--- src/rtl/fcmd_pkg.sv ---
package fcmd_pkg;

  typedef enum logic [1:0] {
    RM_ARRAY  = 2'd0,
    RM_IDENT  = 2'd1,
    RM_STATUS = 2'd2
  } rmode_t;

  typedef enum logic [3:0] {
    C_RESERVED,
    C_READ_ARRAY,
    C_READ_ID,
    C_READ_STAT,
    C_CLR_STAT,
    C_ERASE_SETUP,
    C_PROG_SETUP,
    C_LOCK_SETUP,
    C_SUSPEND,
    C_CONFIRM
  } cmd_t;

  typedef enum logic [1:0] {
    OP_NONE,
    OP_ERASE,
    OP_PROG,
    OP_LOCK
  } op_t;

  typedef enum logic [1:0] {
    ST_IDLE,
    ST_WAIT2,
    ST_BUSY,
    ST_SUSP
  } ctl_t;

  localparam logic [7:0] CODE_READ_ARRAY = 8'hFF;
  localparam logic [7:0] CODE_READ_ID    = 8'h90;
  localparam logic [7:0] CODE_READ_STAT  = 8'h70;
  localparam logic [7:0] CODE_CLR_STAT   = 8'h50;
  localparam logic [7:0] CODE_ERASE      = 8'h20;
  localparam logic [7:0] CODE_PROG_A     = 8'h40;
  localparam logic [7:0] CODE_PROG_B     = 8'h10;
  localparam logic [7:0] CODE_LOCK       = 8'h60;
  localparam logic [7:0] CODE_SUSPEND    = 8'hB0;
  localparam logic [7:0] CODE_CONFIRM    = 8'hD0;
  localparam logic [7:0] CODE_LK_BLOCK   = 8'h01;
  localparam logic [7:0] CODE_LK_MASTER  = 8'hF1;

endpackage

--- src/rtl/fcmd_classify.sv ---
module fcmd_classify
  import fcmd_pkg::*;
(
  input  logic [7:0] code,
  output cmd_t       kind
);
  always_comb begin
    case (code)
      CODE_READ_ARRAY:          kind = C_READ_ARRAY;
      CODE_READ_ID:             kind = C_READ_ID;
      CODE_READ_STAT:           kind = C_READ_STAT;
      CODE_CLR_STAT:            kind = C_CLR_STAT;
      CODE_ERASE:               kind = C_ERASE_SETUP;
      CODE_PROG_A, CODE_PROG_B: kind = C_PROG_SETUP;
      CODE_LOCK:                kind = C_LOCK_SETUP;
      CODE_SUSPEND:             kind = C_SUSPEND;
      CODE_CONFIRM:             kind = C_CONFIRM;
      default:                  kind = C_RESERVED;
    endcase
  end
endmodule

--- src/rtl/fcmd_locks.sv ---
module fcmd_locks #(
  parameter int BLK_W = 4
) (
  input  logic             clk,
  input  logic             rst,
  input  logic [BLK_W-1:0] idx,
  input  logic             set_one,
  input  logic             set_master,
  input  logic             clear_all,
  output logic             sel_locked,
  output logic             master_locked
);
  localparam int NBLK = 1 << BLK_W;

  logic [NBLK-1:0] lk;

  for (genvar g = 0; g < NBLK; g++) begin : g_blk
    always_ff @(posedge clk) begin
      if (rst)                                  lk[g] <= 1'b0;
      else if (clear_all)                       lk[g] <= 1'b0;
      else if (set_one && idx == BLK_W'(g))     lk[g] <= 1'b1;
    end
  end

  always_ff @(posedge clk) begin
    if (rst)             master_locked <= 1'b0;
    else if (set_master) master_locked <= 1'b1;
  end

  assign sel_locked = lk[idx];
endmodule

--- src/rtl/fcmd_status.sv ---
module fcmd_status (
  input  logic       clk,
  input  logic       rst,
  input  logic       clr,
  input  logic       set_erase_err,
  input  logic       set_prog_err,
  input  logic       set_viol,
  input  logic       busy,
  input  logic       susp_erase,
  input  logic       susp_prog,
  output logic [7:0] status_byte
);
  logic erase_err, prog_err, viol;

  always_ff @(posedge clk) begin
    if (rst || clr) begin
      erase_err <= 1'b0;
      prog_err  <= 1'b0;
      viol      <= 1'b0;
    end else begin
      if (set_erase_err) erase_err <= 1'b1;
      if (set_prog_err)  prog_err  <= 1'b1;
      if (set_viol)      viol      <= 1'b1;
    end
  end

  assign status_byte = {~busy, susp_erase, erase_err, prog_err, viol,
                        susp_prog, 2'b00};
endmodule

--- src/rtl/flash_cmd_ctrl.sv ---
module flash_cmd_ctrl
  import fcmd_pkg::*;
#(
  parameter int ADDR_W = 20,
  parameter int DATA_W = 8,
  parameter int BLK_W  = 4
) (
  input  logic              clk,
  input  logic              rst,
  input  logic              host_we,
  input  logic [ADDR_W-1:0] host_addr,
  input  logic [DATA_W-1:0] host_data,
  input  logic              hv_unlock,
  input  logic              wsm_done,
  output logic [1:0]        rd_mode,
  output logic [7:0]        status_byte,
  output logic              erase_go,
  output logic              prog_go,
  output logic              blk_lock_go,
  output logic              master_lock_go,
  output logic              lock_clear_go,
  output logic              suspend_go,
  output logic              resume_go,
  output logic [ADDR_W-1:0] op_addr,
  output logic [DATA_W-1:0] op_data
);
  localparam int BLK_LSB = ADDR_W - BLK_W;

  ctl_t             state, state_n;
  op_t              pend_kind, pend_kind_n, run_kind, run_kind_n;
  rmode_t           mode_q, mode_n;
  logic [BLK_W-1:0] pend_blk, pend_blk_n, cur_blk;
  cmd_t             cmd;
  logic             sel_locked, master_locked;
  logic             e_d, p_d, bl_d, ml_d, lc_d, sp_d, rs_d, ld_op;
  logic             clr_st, set_e, set_p, set_v;
  logic [7:0]       code;

  assign code    = host_data[7:0];
  assign cur_blk = host_addr[ADDR_W-1:BLK_LSB];

  fcmd_classify u_cls (.code(code), .kind(cmd));

  fcmd_locks #(.BLK_W(BLK_W)) u_lk (
    .clk(clk), .rst(rst), .idx(cur_blk),
    .set_one(bl_d), .set_master(ml_d), .clear_all(lc_d),
    .sel_locked(sel_locked), .master_locked(master_locked)
  );

  fcmd_status u_st (
    .clk(clk), .rst(rst), .clr(clr_st),
    .set_erase_err(set_e), .set_prog_err(set_p), .set_viol(set_v),
    .busy(state == ST_BUSY),
    .susp_erase(state == ST_SUSP && run_kind == OP_ERASE),
    .susp_prog(state == ST_SUSP && run_kind == OP_PROG),
    .status_byte(status_byte)
  );

  always_comb begin
    state_n     = state;
    mode_n      = mode_q;
    pend_kind_n = pend_kind;
    pend_blk_n  = pend_blk;
    run_kind_n  = run_kind;
    {e_d, p_d, bl_d, ml_d, lc_d, sp_d, rs_d, ld_op} = '0;
    {clr_st, set_e, set_p, set_v} = '0;
    case (state)
      ST_IDLE, ST_SUSP: if (host_we) begin
        case (cmd)
          C_READ_ARRAY: mode_n = RM_ARRAY;
          C_READ_ID:    mode_n = RM_IDENT;
          C_READ_STAT:  mode_n = RM_STATUS;
          C_CLR_STAT:   clr_st = 1'b1;
          C_ERASE_SETUP, C_PROG_SETUP, C_LOCK_SETUP:
            if (state == ST_IDLE) begin
              state_n     = ST_WAIT2;
              mode_n      = RM_STATUS;
              pend_blk_n  = cur_blk;
              pend_kind_n = (cmd == C_ERASE_SETUP) ? OP_ERASE :
                            (cmd == C_PROG_SETUP)  ? OP_PROG  : OP_LOCK;
            end
          C_CONFIRM:
            if (state == ST_SUSP) begin
              rs_d    = 1'b1;
              state_n = ST_BUSY;
              mode_n  = RM_STATUS;
            end
          default: ;
        endcase
      end
      ST_WAIT2: if (host_we) begin
        state_n     = ST_IDLE;
        mode_n      = RM_STATUS;
        pend_kind_n = OP_NONE;
        case (pend_kind)
          OP_ERASE:
            if (code != CODE_CONFIRM || cur_blk != pend_blk) begin
              set_e = 1'b1; set_p = 1'b1;
            end else if (sel_locked && !hv_unlock) begin
              set_e = 1'b1; set_v = 1'b1;
            end else begin
              e_d = 1'b1; ld_op = 1'b1;
              state_n = ST_BUSY; run_kind_n = OP_ERASE;
            end
          OP_PROG:
            if (sel_locked && !hv_unlock) begin
              set_p = 1'b1; set_v = 1'b1;
            end else begin
              p_d = 1'b1; ld_op = 1'b1;
              state_n = ST_BUSY; run_kind_n = OP_PROG;
            end
          default:
            if (code == CODE_LK_BLOCK) begin
              if (master_locked && !hv_unlock) begin
                set_p = 1'b1; set_v = 1'b1;
              end else begin
                bl_d = 1'b1; ld_op = 1'b1;
                state_n = ST_BUSY; run_kind_n = OP_LOCK;
              end
            end else if (code == CODE_LK_MASTER) begin
              if (!hv_unlock) begin
                set_p = 1'b1; set_v = 1'b1;
              end else begin
                ml_d = 1'b1; ld_op = 1'b1;
                state_n = ST_BUSY; run_kind_n = OP_LOCK;
              end
            end else if (code == CODE_CONFIRM) begin
              if (master_locked && !hv_unlock) begin
                set_e = 1'b1; set_v = 1'b1;
              end else begin
                lc_d = 1'b1; ld_op = 1'b1;
                state_n = ST_BUSY; run_kind_n = OP_LOCK;
              end
            end else begin
              set_e = 1'b1; set_p = 1'b1;
            end
        endcase
      end
      default: begin
        if (wsm_done) begin
          state_n    = ST_IDLE;
          run_kind_n = OP_NONE;
        end else if (host_we && cmd == C_SUSPEND &&
                     (run_kind == OP_ERASE || run_kind == OP_PROG)) begin
          sp_d    = 1'b1;
          state_n = ST_SUSP;
        end
      end
    endcase
  end

  always_ff @(posedge clk) begin
    if (rst) begin
      state     <= ST_IDLE;
      mode_q    <= RM_ARRAY;
      pend_kind <= OP_NONE;
      pend_blk  <= '0;
      run_kind  <= OP_NONE;
      {erase_go, prog_go, blk_lock_go, master_lock_go} <= '0;
      {lock_clear_go, suspend_go, resume_go}           <= '0;
      op_addr   <= '0;
      op_data   <= '0;
    end else begin
      state          <= state_n;
      mode_q         <= mode_n;
      pend_kind      <= pend_kind_n;
      pend_blk       <= pend_blk_n;
      run_kind       <= run_kind_n;
      erase_go       <= e_d;
      prog_go        <= p_d;
      blk_lock_go    <= bl_d;
      master_lock_go <= ml_d;
      lock_clear_go  <= lc_d;
      suspend_go     <= sp_d;
      resume_go      <= rs_d;
      if (ld_op) begin
        op_addr <= host_addr;
        op_data <= host_data;
      end
    end
  end

  assign rd_mode = mode_q;
endmodule

--- config.mk ---
export PLATFORM = sky130hd
export DESIGN_NAME = flash_cmd_ctrl
export DESIGN_NICKNAME = d
export VERILOG_FILES = /design/src/rtl/fcmd_pkg.sv /design/src/rtl/fcmd_classify.sv /design/src/rtl/fcmd_locks.sv /design/src/rtl/fcmd_status.sv /design/src/rtl/flash_cmd_ctrl.sv
export SDC_FILE = /design/constraint.sdc
export NUM_CORES = 1
export LEC_CHECK = 0
export ABC_CLOCK_PERIOD_IN_PS = 3000
export BUFFER_PORTS_ARGS = -buffer_cell sky130_fd_sc_hd__buf_2
export CAP_MARGIN = 0
export CORE_MARGIN = 4
export CORE_UTILIZATION = 44
export DETAILED_ROUTE_END_ITERATION = 10
export PLACE_DENSITY = 0.74
export SETUP_SLACK_MARGIN = 0.05
export SYNTH_ARGS = -nofsm -noshare
export SYNTH_HDL_FRONTEND = slang
export SYNTH_HIERARCHICAL = 1
export SYNTH_SLANG_ARGS = --single-unit
export TNS_END_PERCENT = 5
--- constraint.sdc ---
create_clock -name clk -period 3 [get_ports clk]
set_input_delay 0 -clock clk [delete_from_list [all_inputs] [get_ports clk]]
set_output_delay 0 -clock clk [all_outputs]
set_load 0.03 [all_outputs]
# Word-level counts from Yosys, hierarchy flattened
# Cells that the tools add are included.
# op_classes
add_sub_neg	0
mul	0
n_div	0
order_cmp	1
eq_ne	58
shift	0
muxes	96
bitwise_logic	7
n_reduce_logical	45
# ops
operator	n
2-bit two-way mux	31
1-bit two-way mux	51
4-bit == test, second input constant	10
8-bit == test, second input constant	5
4-bit one-hot mux with 9 select lines	1
4-bit by 3-bit == test with 1-bit output, second input constant	8
8-bit by 7-bit == test with 1-bit output, second input constant	4
2-bit one-hot mux with 2 select lines	7
1-bit logical AND	22
4-bit by 2-bit == test with 1-bit output, second input constant	4
3-bit != test, second input constant	5
6-bit by 4-bit != test with 1-bit output, second input constant	2
6-bit AND reduction	2
4-bit OR reduction	3
2-bit one-hot mux with 5 select lines	1
2-bit == test, second input constant	4
4-bit by 1-bit == test with 1-bit output, second input constant	2
8-bit by 1-bit == test with 1-bit output, second input constant	1
8-bit by 5-bit == test with 1-bit output, second input constant	1
8-bit by 6-bit == test with 1-bit output, second input constant	1
8-bit != test, second input constant	1
1-bit one-hot mux with 2 select lines	4
8-bit AND reduction	1
2-bit OR reduction	4
19 further kinds	32
# word_totals
ff_bits	67
latchBits	0
ramBits	0
rom_bits	0
in_bits	33
wordCells	241
memories	0

# Depth between registers and ports, before layout
# Gate-level depths: netlist of the first run.
# depth
depth_word	10
ltp_mapped	11
depth_no_buf	9

# By module
# Netlist of the first run, hierarchy kept.
# modules_own_cells
module	instances	cells_per_inst	area_per_inst_um2	seq_area_each_um2
flash_cmd_ctrl	1	293	2725.1	940.9
fcmd_locks	1	72	701.9	340.3
fcmd_status	1	18	146.4	60.1
fcmd_classify	1	18	117.6	0.0

# Least setup slack after synthesis of the first run
# OpenSTA, ideal clock, no wires.
# synth_path
path_type	input to register
start	in host_data[1]
end	reg mode_q[1], in the netlist rd_mode[1]
arrival_time_ns	2.209
t_required_ns	2.868
path_slack_ns	0.660
stages	7
n_path_buf	0
cell_sequence	or4_4 > a2111oi_2 > nor4bb_4 > and2_1 > nor4_2 > nor4b_1 > nor3_1
# synth_between
elab_chain_len	8
# synth_rtl
element	line	source
from (decl)	flash_cmd_ctrl.sv:12	input logic [DATA_W-1:0] host_data,
8-bit by 7-bit == test with 1-bit output or 8-bit by 5-bit == test with 1-bit output (tied branches)	fcmd_classify.sv:8	case (code)
2-bit OR reduction	fcmd_classify.sv:8	
4-bit one-hot mux with 9 select lines *	fcmd_classify.sv:8	
via cmd[2]	flash_cmd_ctrl.sv:33	cmd_t cmd;
4-bit by 3-bit == test with 1-bit output	flash_cmd_ctrl.sv:69	case (cmd)
3-bit OR reduction	flash_cmd_ctrl.sv:69	
2-bit one-hot mux with 5 select lines	flash_cmd_ctrl.sv:69	
2-bit two-way mux	flash_cmd_ctrl.sv:68	ST_IDLE, ST_SUSP: if (host_we) begin
2-bit one-hot mux with 2 select lines	flash_cmd_ctrl.sv:67	case (state)
to (signal assigned)	flash_cmd_ctrl.sv:165	mode_q <= mode_n;
to (decl)	flash_cmd_ctrl.sv:31	rmode_t mode_q, mode_n;
# Mark *: on every way through the listed nets, which the timed path passes. The rest lies on a longest branch. The select of a mux whose other input is x is not followed.
# A chain may end at the register's enable or synchronous reset.

# Worst setup path in the final report of the first run
# layout_path
start	in host_data[0]
end	reg state[1]
# layout_between
elab_chain_len	8
# layout_rtl
element	line	source
8-bit by 7-bit == test with 1-bit output or 8-bit by 5-bit == test with 1-bit output (tied branches)	fcmd_classify.sv:8	
2-bit OR reduction	fcmd_classify.sv:8	
4-bit one-hot mux with 9 select lines *	fcmd_classify.sv:8	
via cmd[0]	flash_cmd_ctrl.sv:33	
4-bit by 3-bit == test with 1-bit output or 4-bit == test (tied branches)	flash_cmd_ctrl.sv:69, flash_cmd_ctrl.sv:143	
3-bit OR reduction or 1-bit logical AND (tied branches)	flash_cmd_ctrl.sv:69, flash_cmd_ctrl.sv:143	
2-bit one-hot mux with 2 select lines or 1-bit logical AND (tied branches)	flash_cmd_ctrl.sv:69, flash_cmd_ctrl.sv:143	
2-bit two-way mux or 4-bit nonzero test (tied branches)	-	
2-bit one-hot mux with 2 select lines or 6-bit AND reduction (tied branches)	-	
to (signal assigned)	flash_cmd_ctrl.sv:164	state <= state_n;
to (decl)	flash_cmd_ctrl.sv:29	ctl_t state, state_n;
# Marks and branches as above.

==> reports/qor.txt, run 1 <==
nets@finish = 534
Data required, critical path = 3.26 ns
worst hold path type = input pin to flip-flop
max_cap viols = 0
post-route ant nets = 0
M2 GR Usage = 30.48%
Yosys top cell area share = 36.34%
I/O Buffers = 75
Max clock buf depth = 2
Remaining DRCs = 0
setup slack after layout = 0.3347 ns
Placed Cells incl. Taps = 562
CTS root buf = clkbuf_8
pin count of the biggest net entering global routing = 61
sequential share of the synthesized area = 36.34%
Netlist Area Pre-Place = 3691 um2
row count = 33
min cycle time layout = 2.665 ns
Tot Pwr = 1964 uW
DRT Pass-1 Iters = 4
die area = 9918 um2
DR vias/cell = 5.214
Yosys warnings = 6
remaining global-route overflow = 0
hold_buf cts = 24
critical path, cell by cell = dlygate4sd3_1, buf_2, or4_4, mux2i_1, a32oi_1, o22ai_1, buf_4, nor4bb_4, a2111oi_1, nor4_2, nor2_1, a311oi_1
Reg clk slew, reported paths = 0.08 ns
setup repair bufs after CTS = 0
grt met1 use = 23.46%
Worst Path Max Fanout = 8
syn_area_per_cell = 9.205 um2
slew of the pin with the lowest slew margin = 0.8347 ns
FF+latch count, synth = 67
drt wl/cell = 14.65 um
ant diodes = 0
PwrDens = 433.8 nW/um2
Yosys cell types = 59
Clk Latency, worst-skew pair = 0.35 ns
type of the worst setup path = input pin to flip-flop
Worst Path Buf+Inv = 3
global routing's busiest layer = met2
area grow syn2layout = 22.64%
run status = complete, no violations
fmax = 375.2 MHz
final setup fails = 0
leakage power figure = 0.001804 uW
# IOs = 78
CTS-repair resized insts = 0
Slowest cell on crit path = dlygate4sd3_1
crit path launch type = input pin
Post-Syn Instances = 401
crit path DAT = 2.93 ns
post-DP HPWL = 6.178 mm
Crit path max-delay family = simple AND/OR/NAND/NOR gates
final worst path period share = 88.84%
Top FF cell, synth = dfxtp_1
Post-synth EDFFs = 0
Finished Layout Cells = 602
Num CTS Buffers = 9
initial antenna violation count = 0
Worst VDD drop = 0.0002531 V
TritonCTS clock tree = done
biggest area consumer among synthesized cells = dfxtp_1
Clock Sinks = 67
Worst Clk Skew = 0.01645 ns
vias in the first global route = 3,052
crit-path max cell delay = 0.55 ns
grt met3 use = 3.086%
share of cells above drive strength 1 = 24.55%
DP Worst Slack = 0.5574 ns
Slew Limit Fails = 0
H-tree lvl count = 3
ys async rst share = 0%
initial core utilization = 45.15%
Die H = 99.59 um
GR Util All Layers = 18.43%
unrepaired setup endpoints after global routing = false
worst rel slew slack = 44.35%
core area = 8175 um2
dominant cells by area after synthesis = dfxtp_1 36%, mux2i_1 10%, nand2b_1 10%, nor2_1 4.4%, ha_1 3.1%
first-pass GRT wire length = 14.68 mm
Final Hold Viols = 0
DIE WIDTH = 99.59 um
setup_tns = 0 ns
total wire length = 8.821 mm
drt first-iter violations = 178
CP Capture Type = flip-flop
Via Count = 3,139
RD Place Congestion = 0.9006
## cells by family (layout without fill, tap and decap cells)
group                      Yosys count  count (layout)  share of synthesized area [%]
buffers and inverters               43             138                          6.847
DFF                                 67              67                          36.34
AOI/OAI and AO/OA                   56              56                          10.44
and+or+nand+nor                    179             179                          29.36
adders and majority gates            9               9                          3.051
muxes                               41              41                          12.68
xor gates and xnor gates             5               5                          1.186
other                                1               2                         0.1016
## layout make-up
cell class                      instances  area [um2]
Clock buffer                           10       137.6
Fill cell                             732        3649
Timing Repair Buffer                  107       688.2
Sequential cell                        67        1341
Tap cell                              105       131.4
Inverter                               15       56.30
Clock inverter                          6       71.32
Multi-Input combinational cell        292        2101
## cells in the mapped netlist, types with 3 or more instances
master,n
nand2_1,7
dfxtp_1,67
a31oi_1,12
a21oi_1,18
nor4b_1,7
ha_1,9
buf_4,8
or3_1,3
o211ai_1,3
nor3_1,11
buf_12,3
nand2b_1,59
nand4_1,3
xnor2_1,5
nor2_1,43
buf_2,4
mux2i_1,37
clkbuf_1,12
nand3_1,8
nor2b_1,9
inv_1,15
and2_1,4
o21ai_0,6
## through the flow
stage	utilization (%)	instance area (um2)	hold slack, ns
global route	55.37	4527	0.05549
finish	55.37	4527	0.02795
detailed placement	49.88	4078	0.2389
global placement	49.88	4078	0.2336
CTS	55.37	4527	0.01658
floorplan	-	3695	0.07238
## sequential cells by signal, indices dropped and copies added, names as in the netlist, 2 cells and up
name and count:
pend_blk 4, op_addr 20, u_lk/lk 16, op_data 8, rd_mode 2, pend_kind 2
state 2, run_kind 2
## power by group
group	internal, uW	switching, uW
Sequential	897	7.31
Clock	414	381
Combinational	114	150
## tightest hold or removal path: stages
cell and delay (ns):
buf_2 0.17, nand2b_1 0.09, mux2i_1 0.06
## layout by cell type (no fill, tap or decap), types with 3 or more instances in the layout
master,n
nor2_1,43
buf_2,75
and2_1,4
o21ai_0,6
nand2b_1,59
xnor2_1,5
dfxtp_1,67
inv_1,15
nand3_1,8
dlygate4sd3_1,24
a31oi_1,12
nand4_1,3
mux2i_1,37
ha_1,9
clkbuf_8,10
nand2_1,7
nor4b_1,7
a21oi_1,18
nor2b_1,9
buf_4,7
o211ai_1,3
or3_1,3
nor3_1,11
## metal layers
metal / routed length (um) / up-vias
met1: 3969 / 1479
met3: 392 / 12
li1: - / 1570
met5: 0 / -
met2: 4292 / 78
met4: 167 / 0
## path summary, 6_finish.rpt
| check | startpoint | endpoint | slack, ns | depth (start not counted) |
|---|---|---|---|---|
| min reg2reg | u_lk/lk[12] | u_lk/lk[12] | 0.47 | 2 |
| max reg2reg | u_lk/lk[3] | op_addr[13] | 0.57 | 9 |
| max | host_data[0] | state[1] | 0.33 | 12 |
| min | host_addr[17] | op_addr[17] | 0.03 | 3 |
(Power assumes the default switching activity.)
==> run 2, diff against run 1 <==
--- a/config.mk
+++ b/config.mk
@@ -9,9 +9,9 @@
 export BUFFER_PORTS_ARGS = -buffer_cell sky130_fd_sc_hd__buf_2
 export CAP_MARGIN = 0
 export CORE_MARGIN = 4
-export CORE_UTILIZATION = 44
+export CORE_UTILIZATION = 38
 export DETAILED_ROUTE_END_ITERATION = 10
-export PLACE_DENSITY = 0.74
+export PLACE_DENSITY = 0.66
 export SETUP_SLACK_MARGIN = 0.05
 export SYNTH_ARGS = -nofsm -noshare
 export SYNTH_HDL_FRONTEND = slang
==> run 2 against run 1 <==
Effect of this change:
- fmax rose by 0.88%
- via count rose by 0.13%
- sequential cell count did not move
- wire length rose by 0.12%
- final cell count rose by 4.0%
- non-clock buffer count did not move
- clock skew fell by 0.0083 ns
- hold slack got worse by 0.0043 ns
- power rose by 2.5%
- critical path type unchanged
- largest power group unchanged
==> reports/qor.txt, run 2 (synthesized netlist as in run 1, its figures left out) <==
core area = 9328 um2 (+14%)
grt met1 use = 20.07% (-3.4 points)
biggest regs = op_addr (20), u_lk/lk (16), op_data (8)
unrepaired setup endpoints after global routing = false
leading cell types in the layout, fill and taps excluded = 75 x buf_2, 67 x dfxtp_1, 59 x nand2b_1
global routing's busiest layer = met2
Die H = 106.6 um (+7.0%)
setup_tns = 0 ns (unchanged)
post-route ant nets = 0 (unchanged)
share of cells above drive strength 1 = 24.55% (unchanged)
Via Count = 3,143 (+0.13%)
min cycle time layout = 2.642 ns (-0.02318 ns)
PwrDens = 441.3 nW/um2 (+1.7%)
# IOs = 78 (unchanged)
critical path, cell by cell = dlygate4sd3_1, buf_2, or4_4, mux2i_1, a32oi_1, o22ai_1, buf_4, nor4bb_4, a2111oi_1, nor4b_1, a311oi_1
type of the worst setup path = input pin to flip-flop
Final Hold Viols = 0 (unchanged)
die area = 11,350 um2 (+14%)
I/O Buffers = 75 (unchanged)
final setup fails = 0 (unchanged)
drt first-iter violations = 226 (+27%)
leading cell type in the layout, fill and taps excluded = buf_2
row count = 35 (+6.1%)
M2 GR Usage = 26.52% (-4.0 points)
Biggest register = op_addr
RD Place Congestion = 0.8680 (-3.6%)
DRT Pass-1 Iters = 6 (+2)
worst hold path type = input pin to flip-flop
Reg clk slew, reported paths = 0.08 ns (about the same)
H-tree lvl count = 3 (unchanged)
initial core utilization = 39.57% (-5.6 points)
worst rel slew slack = 52.05% (+7.7 points)
first-pass GRT wire length = 14.57 mm (-0.80%)
Worst VDD drop = 0.0002574 V (+1.7%)
Worst Clk Skew = 0.008139 ns (-0.008309 ns)
drt wl/cell = 14.11 um (-3.7%)
CTS root buf = clkbuf_8
Data required, critical path = 3.20 ns (-0.06 ns)
Clk Latency, worst-skew pair = 0.35 ns (about the same)
Worst Path Max Fanout = 8 (unchanged)
max FFs per register = 20 (unchanged)
crit path DAT = 2.85 ns (-0.08 ns)
ant diodes = 0 (unchanged)
slew of the pin with the lowest slew margin = 0.7193 ns (-0.1154 ns)
CP Capture Type = flip-flop
hold_ws = 0.02362 ns (-0.004327 ns)
run status = complete, no violations
total wire length = 8.832 mm (+0.12%)
vias in the first global route = 3,044 (-0.26%)
max_cap viols = 0 (unchanged)
Slowest cell on crit path = or4_4
Slew Limit Fails = 0 (unchanged)
pin count of the biggest net entering global routing = 49 (-20%)
R2R setup slack = 0.65 ns (+0.08 ns)
post-DP HPWL = 6.302 mm (+2.0%)
initial antenna violation count = 0 (unchanged)
final worst path period share = 88.07% (-0.77 points)
fmax = 378.5 MHz (+0.88%)
DIE WIDTH = 106.6 um (+7.0%)
CTS-repair resized insts = 0 (unchanged)
crit-path max cell delay = 0.56 ns (about the same)
Max clock buf depth = 2 (unchanged)
GR Util All Layers = 15.83% (-2.6 points)
DR vias/cell = 5.021 (-3.7%)
crit path launch type = input pin
Remaining DRCs = 0 (unchanged)
TritonCTS clock tree = done
Worst Path Buf+Inv = 3 (unchanged)
leakage power figure = 0.001804 uW (about the same)
Clock Sinks = 67 (unchanged)
grt met3 use = 3.886% (+0.80 points)
Crit path max-delay family = simple AND/OR/NAND/NOR gates
Num CTS Buffers = 9 (unchanged)
area grow syn2layout = 23.53%
remaining global-route overflow = 0 (unchanged)
nets@finish = 534 (unchanged)
[run 2: cell types whose count changed in the layout (fill, tap and decap cells not counted)]
cell        change
buf_4           +1
clkinv_4        -1
clkinvlp_4      +1
clkbuf_8        -1
bufinv_16       +1
buf_12          -1
[run 2: layer usage]
| metal | wire (um) | part of all wire, % | vias up |
|---|---|---|---|
| met5 | 0 | 0 | - |
| met1 | 4124 | 47 | 1481 |
| met3 | 433 | 4.9 | 10 |
| li1 | - | - | 1571 |
| met2 | 4168 | 47 | 81 |
| met4 | 106 | 1.2 | 0 |
[run 2: power breakdown]
part           total (uW)  leakage (uW)  internal (uW)  switching [uW]
registers             904      0.000539            897            6.61
logic                 265       0.00116            114             151
clock network         843      0.000102            473             370
[run 2: timing repair]
| item | 4_1_cts | 5_1_grt |
|---|---|---|
| setup endpoints to repair | 0 | 0 |
| hold buffers | 24 | 0 |
| setup buffers | 0 | 0 |
| endpoints found under the hold margin | 24 | 0 |
[run 2: worst paths after layout]
check / endpoint / depth (start not counted) / start
max: state[1] / 11 / host_data[0]
min: op_addr[19] / 3 / host_addr[19]
max reg2reg: u_lk/lk[12] / 8 / pend_kind[0]
min reg2reg: u_lk/lk[12] / 2 / u_lk/lk[12]
[run 2: cell type report]
type / instances / area [um2]
fill: 875 / 4768
sequential: 67 / 1341
clock inverter: 7 / 100.1
timing repair buffer: 107 / 675.6
tap: 129 / 161.4
multi-input combinational: 292 / 2101
clock buffer: 9 / 123.9
inverter: 15 / 56.30
[run 2: metrics by stage]
stage | std cells | utilization, % | total power, uW | setup WS (ns) | area, um2
after floorplan | 402 | - | 1095 | 0.6596 | 3695
after global placement | 586 | 43.90 | 1158 | 0.6165 | 4095
after detailed placement | 586 | 43.90 | 1163 | 0.5763 | 4095
after CTS | 626 | 48.88 | 2036 | 0.4206 | 4559
after global routing | 626 | 48.88 | 2091 | 0.1464 | 4559
final | 626 | 48.88 | 2012 | 0.3579 | 4559
[run 2: worst min-delay path: stages]
cell      delay (ns)
buf_2           0.17
nand2b_1        0.09
mux2i_1         0.06
==> run 3, diff against run 2 <==
--- a/config.mk
+++ b/config.mk
@@ -9,9 +9,9 @@
 export BUFFER_PORTS_ARGS = -buffer_cell sky130_fd_sc_hd__buf_2
 export CAP_MARGIN = 0
 export CORE_MARGIN = 4
-export CORE_UTILIZATION = 38
+export CORE_UTILIZATION = 50
 export DETAILED_ROUTE_END_ITERATION = 10
-export PLACE_DENSITY = 0.66
+export PLACE_DENSITY = 0.81
 export SETUP_SLACK_MARGIN = 0.05
 export SYNTH_ARGS = -nofsm -noshare
 export SYNTH_HDL_FRONTEND = slang
==> run 3 against run 2 <==
Effect of this change:
- non-clock buffer count is 3 lower
- fmax is 2.1% lower
- sequential cell count stayed put
- first-iteration DRC count is 35% lower
- sequential power hardly changed
- die area is 22% lower
- combinational power hardly changed
- largest power group unchanged
- highest routed layer unchanged
==> reports/qor.txt, run 3 (synthesized netlist as in run 1, its figures left out) <==
run status = complete, no violations
Clk Latency, worst-skew pair = 0.34 ns (about the same)
row count = 31 (-11%)
setup slack after layout = 0.3012 ns (-0.05670 ns)
leakage power figure = 0.001790 uW (-0.80%)
Worst Clk Skew = 0.01271 ns (+0.004574 ns)
PwrDens = 423.4 nW/um2 (-4.1%)
max_cap viols = 0 (unchanged)
remaining global-route overflow = 0 (unchanged)
P_int = 1399 uW (-5.7%)
worst rel slew slack = 63.05% (+11 points)
Final Hold Viols = 0 (unchanged)
Data required, critical path = 3.22 ns (+0.02 ns)
nets@finish = 531 (-0.56%)
Slew Limit Fails = 0 (unchanged)
area grow syn2layout = 21.59%
DRT Pass-1 Iters = 4 (-2)
crit path to = rd_mode[1]
share of cells above drive strength 1 = 24.70% (+0.15 points)
Sw Share = 26.35% (+0.13 points)
slew of the pin with the lowest slew margin = 0.5528 ns (-0.1665 ns)
Num CTS Buffers = 9 (unchanged)
Reg clk slew, reported paths = 0.08 ns (about the same)
vias in the first global route = 3,084 (+1.3%)
pin count of the biggest net entering global routing = 49 (unchanged)
DP Worst Slack = 0.3725 ns (-0.2038 ns)
Tot Pwr = 1900 uW (-5.6%)
Comb pwr share = 13.8% (+0.6 points)
post-DP HPWL = 6.088 mm (-3.4%)
first-pass GRT wire length = 14.26 mm (-2.1%)
type of the worst setup path = input pin to flip-flop
P_sw = 500.7 uW (-5.1%)
crit path launch type = input pin
CTS root buf = clkbuf_8
worst hold path type = input pin to flip-flop
I/O Buffers = 75 (unchanged)
crit path DAT = 2.92 ns (+0.07 ns)
GR Util All Layers = 20.45% (+4.6 points)
Reg-to-Reg End = u_lk/lk[12]
R2R setup slack = 0.53 ns (-0.12 ns)
Die H = 93.92 um (-12%)
CP Capture Type = flip-flop
Reg-to-Reg Start = pend_kind[0]
initial antenna violation count = 0 (unchanged)
Worst VDD drop = 0.0002397 V (-6.9%)
ant diodes = 0 (unchanged)
initial core utilization = 51.16% (+12 points)
Sequential Power Share = 47.6% (+2.7 points)
final worst path period share = 89.96% (+1.9 points)
core area = 7214 um2 (-23%)
final setup fails = 0 (unchanged)
Biggest register = op_addr
layout filler cell count = 603 (-31%)
Remaining DRCs = 0 (unchanged)
DR vias/cell = 5.324 (+6.0%)
R2R cell count = 8 (unchanged)
total wire length = 8.627 mm (-2.3%)
unrepaired setup endpoints after global routing = false
fin util = 62.21% (+13 points)
DIE WIDTH = 93.92 um (-12%)
min cycle time layout = 2.699 ns (+0.05670 ns)
drt first-iter violations = 146 (-35%)
Setup crit start = host_data[0]
hold_ws = 0.02658 ns (+0.002960 ns)
biggest regs = op_addr (20), u_lk/lk (16), op_data (8)
post-route ant nets = 0 (unchanged)
leading cell types in the layout, fill and taps excluded = 75 x buf_2, 67 x dfxtp_1, 59 x nand2b_1
H-tree lvl count = 3 (unchanged)
clock share of power = 38.5% (-3.4 points)
# IOs = 78 (unchanged)
setup_tns = 0 ns (unchanged)
Via Count = 3,157 (+0.45%)
Max clock buf depth = 2 (unchanged)
drt wl/cell = 14.55 um (+3.1%)
leading cell type in the layout, fill and taps excluded = buf_2
Clock Sinks = 67 (unchanged)
RD Place Congestion = 0.8886 (+2.4%)
TritonCTS clock tree = done
max FFs per register = 20 (unchanged)
fmax = 370.5 MHz (-2.1%)
Worst Path Max Fanout = 9 (+1)
die area = 8821 um2 (-22%)
[run 3: changes by cell type in the layout (fill, tap and decap cells not counted), sizes merged]
cell,before,now
buf,83,82
inv,17,15
clkinv,0,1
clkinvlp,3,2
clkbuf,9,13
bufinv,2,0
dlygate4sd3,24,22
[run 3: stage by stage]
stage	cells	area, um2
3_5_place_dp	554	4055
6_report	593	4488
4_1_cts	592	4474
2_1_floorplan	402	3695
3_3_place_gp	554	4055
5_1_grt	593	4488
[run 3: worst min path at each step]
stage                       from            endpoint  cells past startpoint
floorplan                    rst  u_lk/master_locked                      1
detailed placement      wsm_done          suspend_go                      2
finish              host_data[4]          op_data[4]                      3
CTS                    hv_unlock      master_lock_go                      3
global placement        wsm_done          suspend_go                      2
global route           hv_unlock      master_lock_go                      3
[run 3: area by class of cell]
cell class / instances / area, um2 / area share (%)
multi-input combinational: 292 / 2107 / 46.95
sequential: 67 / 1341 / 29.89
timing repair buffer: 104 / 660.6 / 14.72
clock buffer: 13 / 178.9 / 3.987
tap: 99 / 123.9 / 2.760
inverter: 15 / 56.30 / 1.255
clock inverter: 3 / 20.02 / 0.4461
[run 3: power groups by stage]
| stage | registers, uW | clock network [uW] | logic, uW |
|---|---|---|---|
| after floorplan | 927 | 0 | 168 |
| after global placement | 925 | 0 | 232 |
| after detailed placement | 925 | 0 | 237 |
| after CTS | 905 | 747 | 260 |
| after global routing | 906 | 785 | 289 |
| final | 905 | 732 | 263 |
[run 3: routing by layer]
layer  wire length, um  share of wire, %  up-vias  global-route usage [%]
li1                  -                 -     1563                       -
met1              3877                45     1483                   25.02
met2              4080                47       95                   33.77
met3               495               5.7       16                   4.888
met4               174               2.0        0                   9.507
met5                 0                 0        -                       0
[run 3: worst max-delay path: stages]
cell and delay [ns]:
dlygate4sd3_1 0.55, buf_2 0.16, or4_4 0.55, a2111oi_2 0.29
buf_4 0.22, nor4bb_4 0.06, buf_4 0.14, and2_1 0.20
nor4_2 0.37, nor4b_1 0.31, nor3_1 0.08
[run 3: timing repair]
item | 4_1_cts | 5_1_grt
buffers inserted | 0 | 1
hold buffers | 22 | 0
setup endpoints to repair | 0 | 8
hold endpoints to repair | 22 | 0
resized for setup | 0 | 1
